$ cat src/rtl/bcc_pkg.sv
package bcc_pkg;
   typedef enum logic [1:0] {
      ST_IDLE = 2'd0,
      ST_DIST = 2'd1,
      ST_PICK = 2'd2,
      ST_DONE = 2'd3
   } bcc_state_e;
endpackage

$ cat src/rtl/bcc_dist_engine.sv
module bcc_dist_engine #(
   parameter int NUM_COLS = 8,
   parameter int COL_ROWS = 16,
   parameter int IDX_W    = $clog2(NUM_COLS),
   parameter int DIST_W   = $clog2(COL_ROWS + 1)
) (
   input  logic                                       clk,
   input  logic                                       rst_n,
   input  logic                                       run,
   input  logic [NUM_COLS*COL_ROWS-1:0]               tile,
   output logic [NUM_COLS-1:0][NUM_COLS-1:0][DIST_W-1:0] dist_tab,
   output logic                                       last
);
   logic [IDX_W-1:0]  i_q, j_q;
   logic [COL_ROWS-1:0] diff;
   logic [DIST_W-1:0] pop;

   always_comb begin
      diff = tile[i_q*COL_ROWS +: COL_ROWS] ^ tile[j_q*COL_ROWS +: COL_ROWS];
      pop  = '0;
      for (int r = 0; r < COL_ROWS; r++) pop = pop + DIST_W'(diff[r]);
   end

   assign last = run && (i_q == IDX_W'(NUM_COLS - 2)) && (j_q == IDX_W'(NUM_COLS - 1));

   always_ff @(posedge clk or negedge rst_n) begin
      if (!rst_n) begin
         i_q      <= '0;
         j_q      <= IDX_W'(1);
         dist_tab <= '0;
      end else if (!run) begin
         i_q <= '0;
         j_q <= IDX_W'(1);
      end else begin
         dist_tab[i_q][j_q] <= pop;
         if (j_q == IDX_W'(NUM_COLS - 1)) begin
            i_q <= i_q + IDX_W'(1);
            j_q <= i_q + IDX_W'(2);
         end else begin
            j_q <= j_q + IDX_W'(1);
         end
      end
   end

   // a pair never differs in more rows than a column has
   assert_dist_bound_R7: assert property (@(posedge clk) disable iff (!rst_n)
      run |-> (pop <= DIST_W'(COL_ROWS)));
   // the sweep only visits pairs with the first index below the second
   assert_sweep_order_R3: assert property (@(posedge clk) disable iff (!rst_n)
      run |-> (i_q < j_q));
endmodule

$ cat src/rtl/bcc_remap.sv
module bcc_remap #(
   parameter int NUM_COLS = 8,
   parameter int COL_ROWS = 16,
   parameter int IDX_W    = $clog2(NUM_COLS),
   parameter int CODE_W   = IDX_W + 1,
   parameter int DIST_W   = $clog2(COL_ROWS + 1),
   parameter int CNT_W    = $clog2(NUM_COLS + 1)
) (
   input  logic [NUM_COLS*COL_ROWS-1:0]                  tile,
   input  logic [NUM_COLS-1:0][NUM_COLS-1:0][DIST_W-1:0] dist_tab,
   output logic [NUM_COLS-1:0]                           rep,
   output logic [NUM_COLS-1:0][CODE_W-1:0]               code,
   output logic [NUM_COLS-1:0][COL_ROWS-1:0]             slots,
   output logic [CNT_W-1:0]                              cnt
);
   localparam logic [CODE_W-1:0] DROP_CODE = '1;

   logic [NUM_COLS-1:0] nz;

   always_comb begin
      logic              hit;
      logic [CODE_W-1:0] hit_code;
      nz    = '0;
      rep   = '0;
      code  = '0;
      slots = '0;
      cnt   = '0;
      for (int j = 0; j < NUM_COLS; j++) begin
         nz[j]    = |tile[j*COL_ROWS +: COL_ROWS];
         hit      = 1'b0;
         hit_code = '0;
         for (int i = 0; i < j; i++) begin
            if (!hit && nz[i] && (dist_tab[i][j] == '0)) begin
               hit      = 1'b1;
               hit_code = code[i];
            end
         end
         if (!nz[j]) begin
            code[j] = DROP_CODE;
         end else if (hit) begin
            code[j] = hit_code;
         end else begin
            rep[j]                = 1'b1;
            code[j]               = CODE_W'(cnt);
            slots[cnt[IDX_W-1:0]] = tile[j*COL_ROWS +: COL_ROWS];
            cnt                   = cnt + CNT_W'(1);
         end
      end
   end
endmodule

$ cat src/rtl/bcc_pair_picker.sv
module bcc_pair_picker #(
   parameter int NUM_COLS = 8,
   parameter int COL_ROWS = 16,
   parameter int IDX_W    = $clog2(NUM_COLS),
   parameter int DIST_W   = $clog2(COL_ROWS + 1)
) (
   input  logic [NUM_COLS-1:0][NUM_COLS-1:0][DIST_W-1:0] dist_tab,
   input  logic [NUM_COLS-1:0]                           eligible,
   output logic                                          found,
   output logic [IDX_W-1:0]                              best_a,
   output logic [IDX_W-1:0]                              best_b,
   output logic [DIST_W-1:0]                             best_d
);
   always_comb begin
      found  = 1'b0;
      best_a = '0;
      best_b = '0;
      best_d = '0;
      for (int a = 0; a < NUM_COLS; a++) begin
         for (int b = a + 1; b < NUM_COLS; b++) begin
            if (eligible[a] && eligible[b] && (!found || (dist_tab[a][b] < best_d))) begin
               found  = 1'b1;
               best_a = IDX_W'(a);
               best_b = IDX_W'(b);
               best_d = dist_tab[a][b];
            end
         end
      end
   end
endmodule

$ cat src/rtl/bitcol_compactor.sv
module bitcol_compactor #(
   parameter int NUM_COLS = 8,
   parameter int COL_ROWS = 16,
   localparam int IDX_W   = $clog2(NUM_COLS),
   localparam int CODE_W  = IDX_W + 1,
   localparam int DIST_W  = $clog2(COL_ROWS + 1),
   localparam int CNT_W   = $clog2(NUM_COLS + 1),
   localparam int NPAIR   = NUM_COLS / 2,
   localparam int PCNT_W  = $clog2(NPAIR + 1)
) (
   input  logic                         clk,
   input  logic                         rst_n,
   input  logic                         start_i,
   input  logic [NUM_COLS*COL_ROWS-1:0] tile_i,
   output logic                         busy_o,
   output logic                         done_o,
   output logic [CNT_W-1:0]             slot_cnt_o,
   output logic [NUM_COLS*COL_ROWS-1:0] slot_cols_o,
   output logic [NUM_COLS*CODE_W-1:0]   remap_o,
   output logic [PCNT_W-1:0]            pair_cnt_o,
   output logic [NPAIR*IDX_W-1:0]       pair_a_o,
   output logic [NPAIR*IDX_W-1:0]       pair_b_o,
   output logic [NPAIR*DIST_W-1:0]      pair_dist_o
);
   import bcc_pkg::*;

   localparam int PIDX_W = (NPAIR > 1) ? $clog2(NPAIR) : 1;
   localparam logic [CODE_W-1:0] DROP_CODE = '1;

   if (NUM_COLS < 2) begin : g_bad_cols
      $error("bitcol_compactor: NUM_COLS must be at least 2");
   end
   if (COL_ROWS < 1) begin : g_bad_rows
      $error("bitcol_compactor: COL_ROWS must be at least 1");
   end

   bcc_state_e state_q;
   logic [NUM_COLS*COL_ROWS-1:0] tile_q;
   logic [PCNT_W-1:0] round_q;
   logic [NUM_COLS-1:0] used_q;

   logic [PCNT_W-1:0]                 wcnt_q;
   logic [NPAIR-1:0][IDX_W-1:0]       wa_q, wb_q;
   logic [NPAIR-1:0][DIST_W-1:0]      wd_q;
   logic [DIST_W-1:0]                 last_d_q;

   logic [NUM_COLS-1:0][NUM_COLS-1:0][DIST_W-1:0] dist_tab;
   logic dist_last;
   logic [NUM_COLS-1:0] rep;
   logic [NUM_COLS-1:0][CODE_W-1:0] code;
   logic [NUM_COLS-1:0][COL_ROWS-1:0] slots;
   logic [CNT_W-1:0] cnt;
   logic pick_found;
   logic [IDX_W-1:0] pick_a, pick_b;
   logic [DIST_W-1:0] pick_d;

   bcc_dist_engine #(.NUM_COLS(NUM_COLS), .COL_ROWS(COL_ROWS),
                     .IDX_W(IDX_W), .DIST_W(DIST_W)) u_dist (
      .clk(clk), .rst_n(rst_n), .run(state_q == ST_DIST), .tile(tile_q),
      .dist_tab(dist_tab), .last(dist_last));

   bcc_remap #(.NUM_COLS(NUM_COLS), .COL_ROWS(COL_ROWS), .IDX_W(IDX_W),
               .CODE_W(CODE_W), .DIST_W(DIST_W), .CNT_W(CNT_W)) u_remap (
      .tile(tile_q), .dist_tab(dist_tab), .rep(rep), .code(code),
      .slots(slots), .cnt(cnt));

   bcc_pair_picker #(.NUM_COLS(NUM_COLS), .COL_ROWS(COL_ROWS),
                     .IDX_W(IDX_W), .DIST_W(DIST_W)) u_pick (
      .dist_tab(dist_tab), .eligible(rep & ~used_q), .found(pick_found),
      .best_a(pick_a), .best_b(pick_b), .best_d(pick_d));

   assign busy_o = (state_q != ST_IDLE);

   always_ff @(posedge clk or negedge rst_n) begin
      if (!rst_n) begin
         state_q     <= ST_IDLE;
         tile_q      <= '0;
         round_q     <= '0;
         used_q      <= '0;
         wcnt_q      <= '0;
         wa_q        <= '0;
         wb_q        <= '0;
         wd_q        <= '0;
         last_d_q    <= '0;
         done_o      <= 1'b0;
         slot_cnt_o  <= '0;
         slot_cols_o <= '0;
         remap_o     <= '1;
         pair_cnt_o  <= '0;
         pair_a_o    <= '0;
         pair_b_o    <= '0;
         pair_dist_o <= '0;
      end else begin
         done_o <= 1'b0;
         unique case (state_q)
            ST_IDLE: begin
               if (start_i) begin
                  tile_q   <= tile_i;
                  used_q   <= '0;
                  wcnt_q   <= '0;
                  wa_q     <= '0;
                  wb_q     <= '0;
                  wd_q     <= '0;
                  last_d_q <= '0;
                  state_q  <= ST_DIST;
               end
            end
            ST_DIST: begin
               round_q <= '0;
               if (dist_last) state_q <= ST_PICK;
            end
            ST_PICK: begin
               if (pick_found) begin
                  wa_q[wcnt_q[PIDX_W-1:0]] <= pick_a;
                  wb_q[wcnt_q[PIDX_W-1:0]] <= pick_b;
                  wd_q[wcnt_q[PIDX_W-1:0]] <= pick_d;
                  used_q[pick_a]           <= 1'b1;
                  used_q[pick_b]           <= 1'b1;
                  wcnt_q                   <= wcnt_q + PCNT_W'(1);
                  last_d_q                 <= pick_d;
               end
               round_q <= round_q + PCNT_W'(1);
               if (round_q == PCNT_W'(NPAIR - 1)) state_q <= ST_DONE;
            end
            ST_DONE: begin
               slot_cnt_o  <= cnt;
               slot_cols_o <= slots;
               remap_o     <= code;
               pair_cnt_o  <= wcnt_q;
               pair_a_o    <= wa_q;
               pair_b_o    <= wb_q;
               pair_dist_o <= wd_q;
               done_o      <= 1'b1;
               state_q     <= ST_IDLE;
            end
            default: state_q <= ST_IDLE;
         endcase
      end
   end

   // completion is a single-cycle pulse
   assert_done_pulse_R3: assert property (@(posedge clk) disable iff (!rst_n)
      done_o |=> !done_o);
   // the distance sweep hands over to pairing right after its last pair
   assert_sweep_handover_R3: assert property (@(posedge clk) disable iff (!rst_n)
      dist_last |=> (state_q == ST_PICK));
   // a start request while busy leaves the accepted tile untouched
   assert_busy_ignore_R2: assert property (@(posedge clk) disable iff (!rst_n)
      (busy_o && start_i) |=> $stable(tile_q));
   // greedy choice never picks a closer pair after a farther one
   assert_greedy_order_R8: assert property (@(posedge clk) disable iff (!rst_n)
      ((state_q == ST_PICK) && pick_found && (wcnt_q != '0)) |-> (pick_d >= last_d_q));
   // results stay put unless the completion pulse is being raised
   assert_result_hold_R10: assert property (@(posedge clk) disable iff (!rst_n)
      (state_q != ST_DONE) |=> ($stable(remap_o) && $stable(slot_cnt_o) && $stable(pair_cnt_o)));

   for (genvar k = 0; k < NUM_COLS; k++) begin : g_col_chk
      // an empty column always carries the drop code
      assert_zero_drop_R4: assert property (@(posedge clk) disable iff (!rst_n)
         done_o |-> ((|tile_q[k*COL_ROWS +: COL_ROWS]) || (remap_o[k*CODE_W +: CODE_W] == DROP_CODE)));
   end

   for (genvar p = 0; p < NPAIR; p++) begin : g_pair_chk
      // listed pairs join two different stored slots, lower index first
      assert_pair_members_R9: assert property (@(posedge clk) disable iff (!rst_n)
         (done_o && (PCNT_W'(p) < pair_cnt_o)) |->
            ((pair_a_o[p*IDX_W +: IDX_W] < pair_b_o[p*IDX_W +: IDX_W]) &&
             (remap_o[pair_a_o[p*IDX_W +: IDX_W]*CODE_W +: CODE_W] != DROP_CODE) &&
             (remap_o[pair_a_o[p*IDX_W +: IDX_W]*CODE_W +: CODE_W] !=
              remap_o[pair_b_o[p*IDX_W +: IDX_W]*CODE_W +: CODE_W])));
   end
endmodule

$ cat config.mk
export PLATFORM = sky130hd
export DESIGN_NAME = bitcol_compactor
export DESIGN_NICKNAME = d
export VERILOG_FILES = /design/src/rtl/bcc_pkg.sv /design/src/rtl/bcc_dist_engine.sv /design/src/rtl/bcc_remap.sv /design/src/rtl/bcc_pair_picker.sv /design/src/rtl/bitcol_compactor.sv
export SDC_FILE = /design/constraint.sdc
export NUM_CORES = 2
export LEC_CHECK = 0
export ABC_AREA = 1
export ABC_CLOCK_PERIOD_IN_PS = 39000
export BUFFER_PORTS_ARGS = -buffer_cell sky130_fd_sc_hd__buf_2
export CORE_MARGIN = 2
export CORE_UTILIZATION = 40
export CTS_CLUSTER_DIAMETER = 100
export DETAILED_ROUTE_END_ITERATION = 10
export PLACE_DENSITY = 0.6
export SLEW_MARGIN = 20
export SYNTH_ARGS = -nofsm -noshare
export SYNTH_HDL_FRONTEND = slang
export SYNTH_SLANG_ARGS = --single-unit
$ cat constraint.sdc
create_clock -name clk -period 39 [get_ports clk]
set_clock_uncertainty 0.2 [all_clocks]
set_input_delay 1.95 -clock clk [delete_from_list [all_inputs] [get_ports clk]]
set_output_delay 1.95 -clock clk [all_outputs]
set_load 0.02 [all_outputs]
Yosys cells after proc, flatten, opt, wreduce, memory -nomap -nowiden
Index checks and enable logic that the tools add are counted.
{ "word_totals": {"regBits": 726, "latchBits": 0, "mem_bits_rw": 0, "rom_bits": 0, "in_bits": 131, "output_inout_bits": 213, "word_cells": 705, "n_memories": 0} }
{ "op_classes": {"n_addsub": 27, "n_mul": 0, "n_div": 0, "n_lt_le_gt_ge": 51, "eq_ne": 11, "n_shift": 2, "n_mux": 282, "bitwise": 5, "n_reduce_logical": 236} }
{ "ops": {"columns": ["cell", "n"], "rows": [
  ["$mux W128", 14],
  ["$bwmux W128", 7],
  ["$demux W16 S3", 7],
  ["$bwmux W320", 1],
  ["$shiftx A128 B8 Y16", 2],
  ["$mux W4", 57],
  ["$mux W5", 30],
  ["$logic_not A5 Y1", 28],
  ["$lt A5 B5 Y1", 27],
  ["$mux W16", 8],
  ["$reduce_or A16 Y1", 8],
  ["$demux W40 S3", 1],
  ["$logic_and A1 B1 Y1", 118],
  ["$mux W3", 39],
  ["$mux W1", 82],
  ["$add A5 B1 Y5", 14],
  ["$logic_not A1 Y1", 48],
  ["$pmux W12 S2", 2],
  ["$lt A3 B4 Y1 const B", 10],
  ["$mux W20", 2],
  ["$mux W40", 1],
  ["$pmux W20 S2", 1],
  ["$mux W12", 3],
  ["$ge A3 B1 Y1 const B", 10],
  ["other kinds (34)", 94]
]} }

Depth between registers and ports, before layout
{ "logic_depth": {"word_depth": 148, "ltp_mapped": 284, "ltp_nobuf": 262} }

Cells and area by module
A second synthesis with hierarchy kept.
{ "unflattened": {"hier_cells": 6620, "hier_area_um2": 48649.2} }
{ "by_module_without_submodules": {"columns": ["module", "n_inst", "cells_per_inst", "area_each_um2", "seq_area_each_um2"], "rows": [
  ["bitcol_compactor", 1, 1077, 15611.2, 10049.6],
  ["bcc_dist_engine", 1, 1926, 15254.6, 8159.1],
  ["bcc_remap", 1, 2351, 10835.4, 0.0],
  ["bcc_pair_picker", 1, 1266, 6947.9, 0.0]
]} }

Worst setup path before layout
Ideal clock, no wire load.
{ "synth_timing": {"kind": "reg2reg", "from": "reg tile_q[7]", "to": "reg used_q[2]", "setup_ps": 116, "t_arrival_ps": 30276, "t_required_ps": 38684, "slack_ps": 8408, "path_stages_with_launch": 258, "path_buffers": 22, "synth_period_minus_slack_ps": 30592, "cell_sequence": "dfrtp_1 nor2_2 nand2_1 nor2_2 a21oi_1 nor2_1 inv_2 nor2_4 nand2_1 ha_1 a21oi_1 nor2_1 a211oi_1 nand2_1 nand2_1 nand2_1 inv_1 nand2_1 [... 222 more ...] a211oi_1 nand2_1 nand2_2 nand2_2 buf_6 o21ai_1 ha_1 nand2_1 nor2_1 a211oi_1 nand2_1 nand2_2 nand2_8 buf_8 nand3_1 nand3_1 nand2_1 nand2_1"} }
{ "synth_via": {"elab_chain_len": 125, "elab_cells_between_ends": 371, "cone_classes": "order compare (31); eq/ne (1); mux (153); bitwise (3); reduce/logical (183)"} }
{ "synth_rtl": {"columns": ["element", "line", "text"], "rows": [
  ["start, declared", "bitcol_compactor.sv:38", "logic [NUM_COLS*COL_ROWS-1:0] tile_q;"],
  ["start signal, assigned", "bitcol_compactor.sv:98", "tile_q <= tile_i;"],
  ["$reduce_or A16 Y1 (*)", "bcc_remap.sv:29", "nz[j] = |tile[j*COL_ROWS +: COL_ROWS];"],
  ["$logic_and A1 B1 Y1", "bcc_remap.sv:33", "if (!hit && nz[i] && (dist_tab[i][j] == '0)) begin"],
  ["$mux W1", "bcc_remap.sv:33", null],
  ["$logic_not A1 Y1", "bcc_remap.sv:33", null],
  ["$logic_and A1 B1 Y1 (2 in series)", "bcc_remap.sv:33", null],
  ["$mux W1", "bcc_remap.sv:33", null],
  ["$mux W1 / $logic_not A1 Y1 (equally long branches)", "bcc_remap.sv:40, bcc_remap.sv:33", null],
  ["$mux W1 / $logic_and A1 B1 Y1 (equally long branches)", "bcc_remap.sv:38, bcc_remap.sv:33", null],
  ["$and A8 B8 Y8 (*)", "bitcol_compactor.sv:69", ".dist_tab(dist_tab), .eligible(rep & ~used_q), .found(pick_found),"],
  ["parallel branches: the longest is 115 deep, another holds $lt A5 B5 Y1", null, null],
  ["end signal, assigned", "bitcol_compactor.sv:99", "used_q <= '0;"],
  ["end signal, assigned by index", "bitcol_compactor.sv:117", "used_q[pick_a] <= 1'b1;"],
  ["end signal, assigned by index", "bitcol_compactor.sv:118", "used_q[pick_b] <= 1'b1;"],
  ["end, declared", "bitcol_compactor.sv:40", "logic [NUM_COLS-1:0] used_q;"]
]} }
Mark *: on every way between the ends. The select of a mux whose other input is x is not followed.
A chain may end at the register's enable or synchronous reset.

Worst setup path in the final report
{ "layout_timing": {"from": "reg tile_q[9]", "to": "reg wd_q[17] in the netlist's numbering"} }
{ "layout_via": {"elab_chain_len": 120, "elab_cells_between_ends": 312, "cone_classes": "order compare (27); eq/ne (1); mux (102); bitwise (1); reduce/logical (181)"} }
{ "layout_rtl": {"columns": ["element", "line", "text"], "rows": [
  ["$reduce_or A16 Y1 (*)", "bcc_remap.sv:29", null],
  ["$logic_and A1 B1 Y1", "bcc_remap.sv:33", null],
  ["$mux W1", "bcc_remap.sv:33", null],
  ["$logic_not A1 Y1", "bcc_remap.sv:33", null],
  ["$logic_and A1 B1 Y1 (2 in series)", "bcc_remap.sv:33", null],
  ["$mux W1", "bcc_remap.sv:33", null],
  ["$mux W1 / $logic_not A1 Y1 (equally long branches)", "bcc_remap.sv:40, bcc_remap.sv:33", null],
  ["$mux W1 / $logic_and A1 B1 Y1 (equally long branches)", "bcc_remap.sv:38, bcc_remap.sv:33", null],
  ["$and A8 B8 Y8 (*)", "bitcol_compactor.sv:69", null],
  ["parallel branches: the longest is 110 deep, another holds $lt A5 B5 Y1", null, null],
  ["end signal, assigned by index", "bitcol_compactor.sv:116", "wd_q[wcnt_q[PIDX_W-1:0]] <= pick_d;"],
  ["end, declared", "bitcol_compactor.sv:44", "logic [NPAIR-1:0][DIST_W-1:0] wd_q;"]
]} }
Marked as above.

==> results.sh <==
export IMPL_ys_async_sr_fraction=1.00
export IMPL_maxClockFrequency_ghz=0.0284
export IMPL_cts_made_buffers=66
export IMPL_cts_num_sinks=540
export IMPL_ant_nets=0
export IMPL_die_w_um=308
export IMPL_post_place_ws_ns=3.74
export IMPL_grt_pass1_vias=35444
export IMPL_synth_area_mm2=0.0369
export IMPL_antenna_found_initial=10
export IMPL_max_stage_delay_ns=0.42
export IMPL_slew_headroom=0.182
export IMPL_crit_type="flop to flop"
export IMPL_start_util=0.403
export IMPL_critPathBufInv=10
export IMPL_port_buffers=343
export IMPL_wl_um=155000
export IMPL_clk_latency_ns=0.64
export IMPL_layout_min_cycle_time_ns=35.18
export IMPL_fin_setup_tns_ns=0
export IMPL_final_hold_violation_count=0
export IMPL_synthDistinctLibCells=74
export IMPL_critPathMaxFanout=26
export IMPL_cp_arrival_ns=35.44
export IMPL_drtIter0Drc=4464
export IMPL_drc_errors=0
export IMPL_tightest_slew_ns=1.21
export IMPL_die_h_um=308
export IMPL_synthFlopType="dfrtp_1"
export IMPL_cts_tree="done"
export IMPL_synthCells=4980
export IMPL_maxCapViolations=0
export IMPL_required_ns=39.26
export IMPL_fin_crit_sh=0.902
export IMPL_grt_util_met1=0.419
export IMPL_finalMaxSlewViolations=0
export IMPL_fin_ws_ns=3.82
export IMPL_rows=111
export IMPL_crit_family="simple AND/OR/NAND/NOR gates"
export IMPL_use_met2=0.486
export IMPL_hold_ws_ns=0.266
export IMPL_cp_common_cell="nand2_1"
export IMPL_viasPerCell=5.80
export IMPL_avgSynthCellArea_um2=7.41
export IMPL_startpoint_type="flop"
export IMPL_drive_gt1_frac=0.179
export IMPL_nNetsFinal=5422
export IMPL_gp_congestion=1.03
export IMPL_root_buffer="clkbuf_16"
export IMPL_yosysWarnings=0
export IMPL_ys_ff_latch=540
export IMPL_hpwl_um=113000
export IMPL_top_usage_layer="met2"
export IMPL_outcome="finished, final reports clean"
export IMPL_hp_class="flop to flop"
export IMPL_ioPinCount=344
export IMPL_route_detailed_wl_per_inst_um=24.1
export IMPL_grt_overflow=0
export IMPL_core_mm2=0.0915
export IMPL_finalSetupViolCount=0
export IMPL_grt_max_degree=253
export IMPL_cts_buffer_depth=3
export IMPL_num_vias=37265
export IMPL_path_clk_slew_ns=0.06
export IMPL_r2r_cells=233
export IMPL_path_depth=233
export IMPL_die_area_mm2=0.0947
export IMPL_synth_edf_count=0
export IMPL_grt_total_usage=0.321
export IMPL_dr_pass1_iters=8
export IMPL_ys_seq_area_frac=0.367
export IMPL_hold_path_depth=2
export IMPL_htreeDepth=3
export IMPL_rsz0062_at_grt="no"
export IMPL_grt_first_pass_wirelength_um=229000
export IMPL_cp_end_kind="flop"
export IMPL_syn2layout_area_growth_pct=13.0
export IMPL_synth_nets=5219
export IMPL_crit_slowest_cell="dfrtp_1"
export IMPL_met3_usage=0.0742
==> state kept, by name, indices dropped and copies added (netlist names), 4 cells and up <==
name             cells
used_q               8
wb_q                12
slot_cols_o        128
u_dist.dist_tab    140
tile_q             128
remap_o             26
slot_cnt_o           4
wd_q                20
pair_a_o            12
wa_q                12
pair_b_o            12
pair_dist_o         20
==> metrics by stage <==
step           std cells   util  cell area [um2]
4_1_cts             6415  0.456            41700
6_report            6420  0.456            41700
3_5_place_dp        6301  0.430            39300
5_1_grt             6416  0.456            41700
3_3_place_gp        6301  0.430            39300
2_1_floorplan       4980      -            36900
==> worst paths after layout <==
path	start	to	slack (ns)
max	tile_q[9]	wd_q[17]	3.82
min	remap_o[14]	remap_o[14]	0.27
max reg2reg	tile_q[9]	wd_q[17]	3.82
min reg2reg	remap_o[14]	remap_o[14]	0.27
max in group asynchronous	rst_n	wd_q[13]	34.45
min in group asynchronous	rst_n	tile_q[37]	1.15
==> routing by layer <==
layer	vias to the layer above	wire, um
met5	-	76
met4	12	10400
met3	540	14000
met2	1925	66500
met1	17586	63700
li1	17202	-
==> Yosys cell counts (33+ instances only) <==
cell / instances / area, um2
inv_2: 33 / 124
nand3_1: 228 / 1140
nand2_1: 1170 / 4390
clkbuf_1: 220 / 826
dfrtp_1: 513 / 12800
nand2_2: 75 / 469
nor3_1: 34 / 170
nand3_2: 50 / 500
o21ai_0: 704 / 3520
o22ai_2: 41 / 513
a21oi_1: 308 / 1540
o221ai_1: 73 / 639
nor2_1: 343 / 1290
nand2_4: 53 / 597
a221oi_1: 39 / 342
o211ai_1: 101 / 758
ha_1: 98 / 1230
inv_1: 448 / 1680
==> logic make-up after synthesis <==
| group | synth area share |
|---|---|
| fa+ha+maj | 0.0387 |
| buf+inv | 0.0947 |
| compound gates | 0.227 |
| simple gates | 0.257 |
| mux | 0.00977 |
| flops | 0.367 |
| xor+xnor | 0.00570 |
==> area by class of cell <==
class | count | area (um2)
Clock buffer | 78 | 1770
Clock inverter | 36 | 594
Multi-Input combinational cell | 3639 | 19900
Timing Repair Buffer | 420 | 2320
Sequential cell | 540 | 13500
Tap cell | 1186 | 1480
Antenna cell | 5 | 12.5
Inverter | 516 | 2080
Fill cell | 9414 | 49800
==> layout by cell type, fill, tap and decap left out, types with 41 or more instances in the layout <==
master,instances
nand2_2,75
nand3_2,50
nand3_1,228
nand2_1,1169
buf_4,76
a21oi_1,308
o22ai_2,41
inv_1,447
dfrtp_1,511
ha_1,97
o211ai_1,101
nand2_4,54
o21ai_0,698
nor2_1,337
buf_2,342
clkbuf_16,66
o221ai_1,73
==> what timing repair did <==
action	CTS	global route
resized for setup	0	6
hold buffers	0	0
setup endpoints to repair	0	52
setup buffers	0	0
==> worst register-to-register path, delay by kind of cell (launching register included) <==
| family | cells | cell delay [ns] |
|---|---|---|
| AO/OA/AOI/OAI | 49 | 11.44 |
| adder cells (fa/ha/maj) | 27 | 8.10 |
| AND/OR/NAND/NOR | 147 | 13.76 |
| buffers and inverters | 10 | 1.07 |
| flip-flops | 1 | 0.42 |
Power is not shown: default switching activity piles up to over one toggle a cycle in this logic, so the estimate is an artifact.
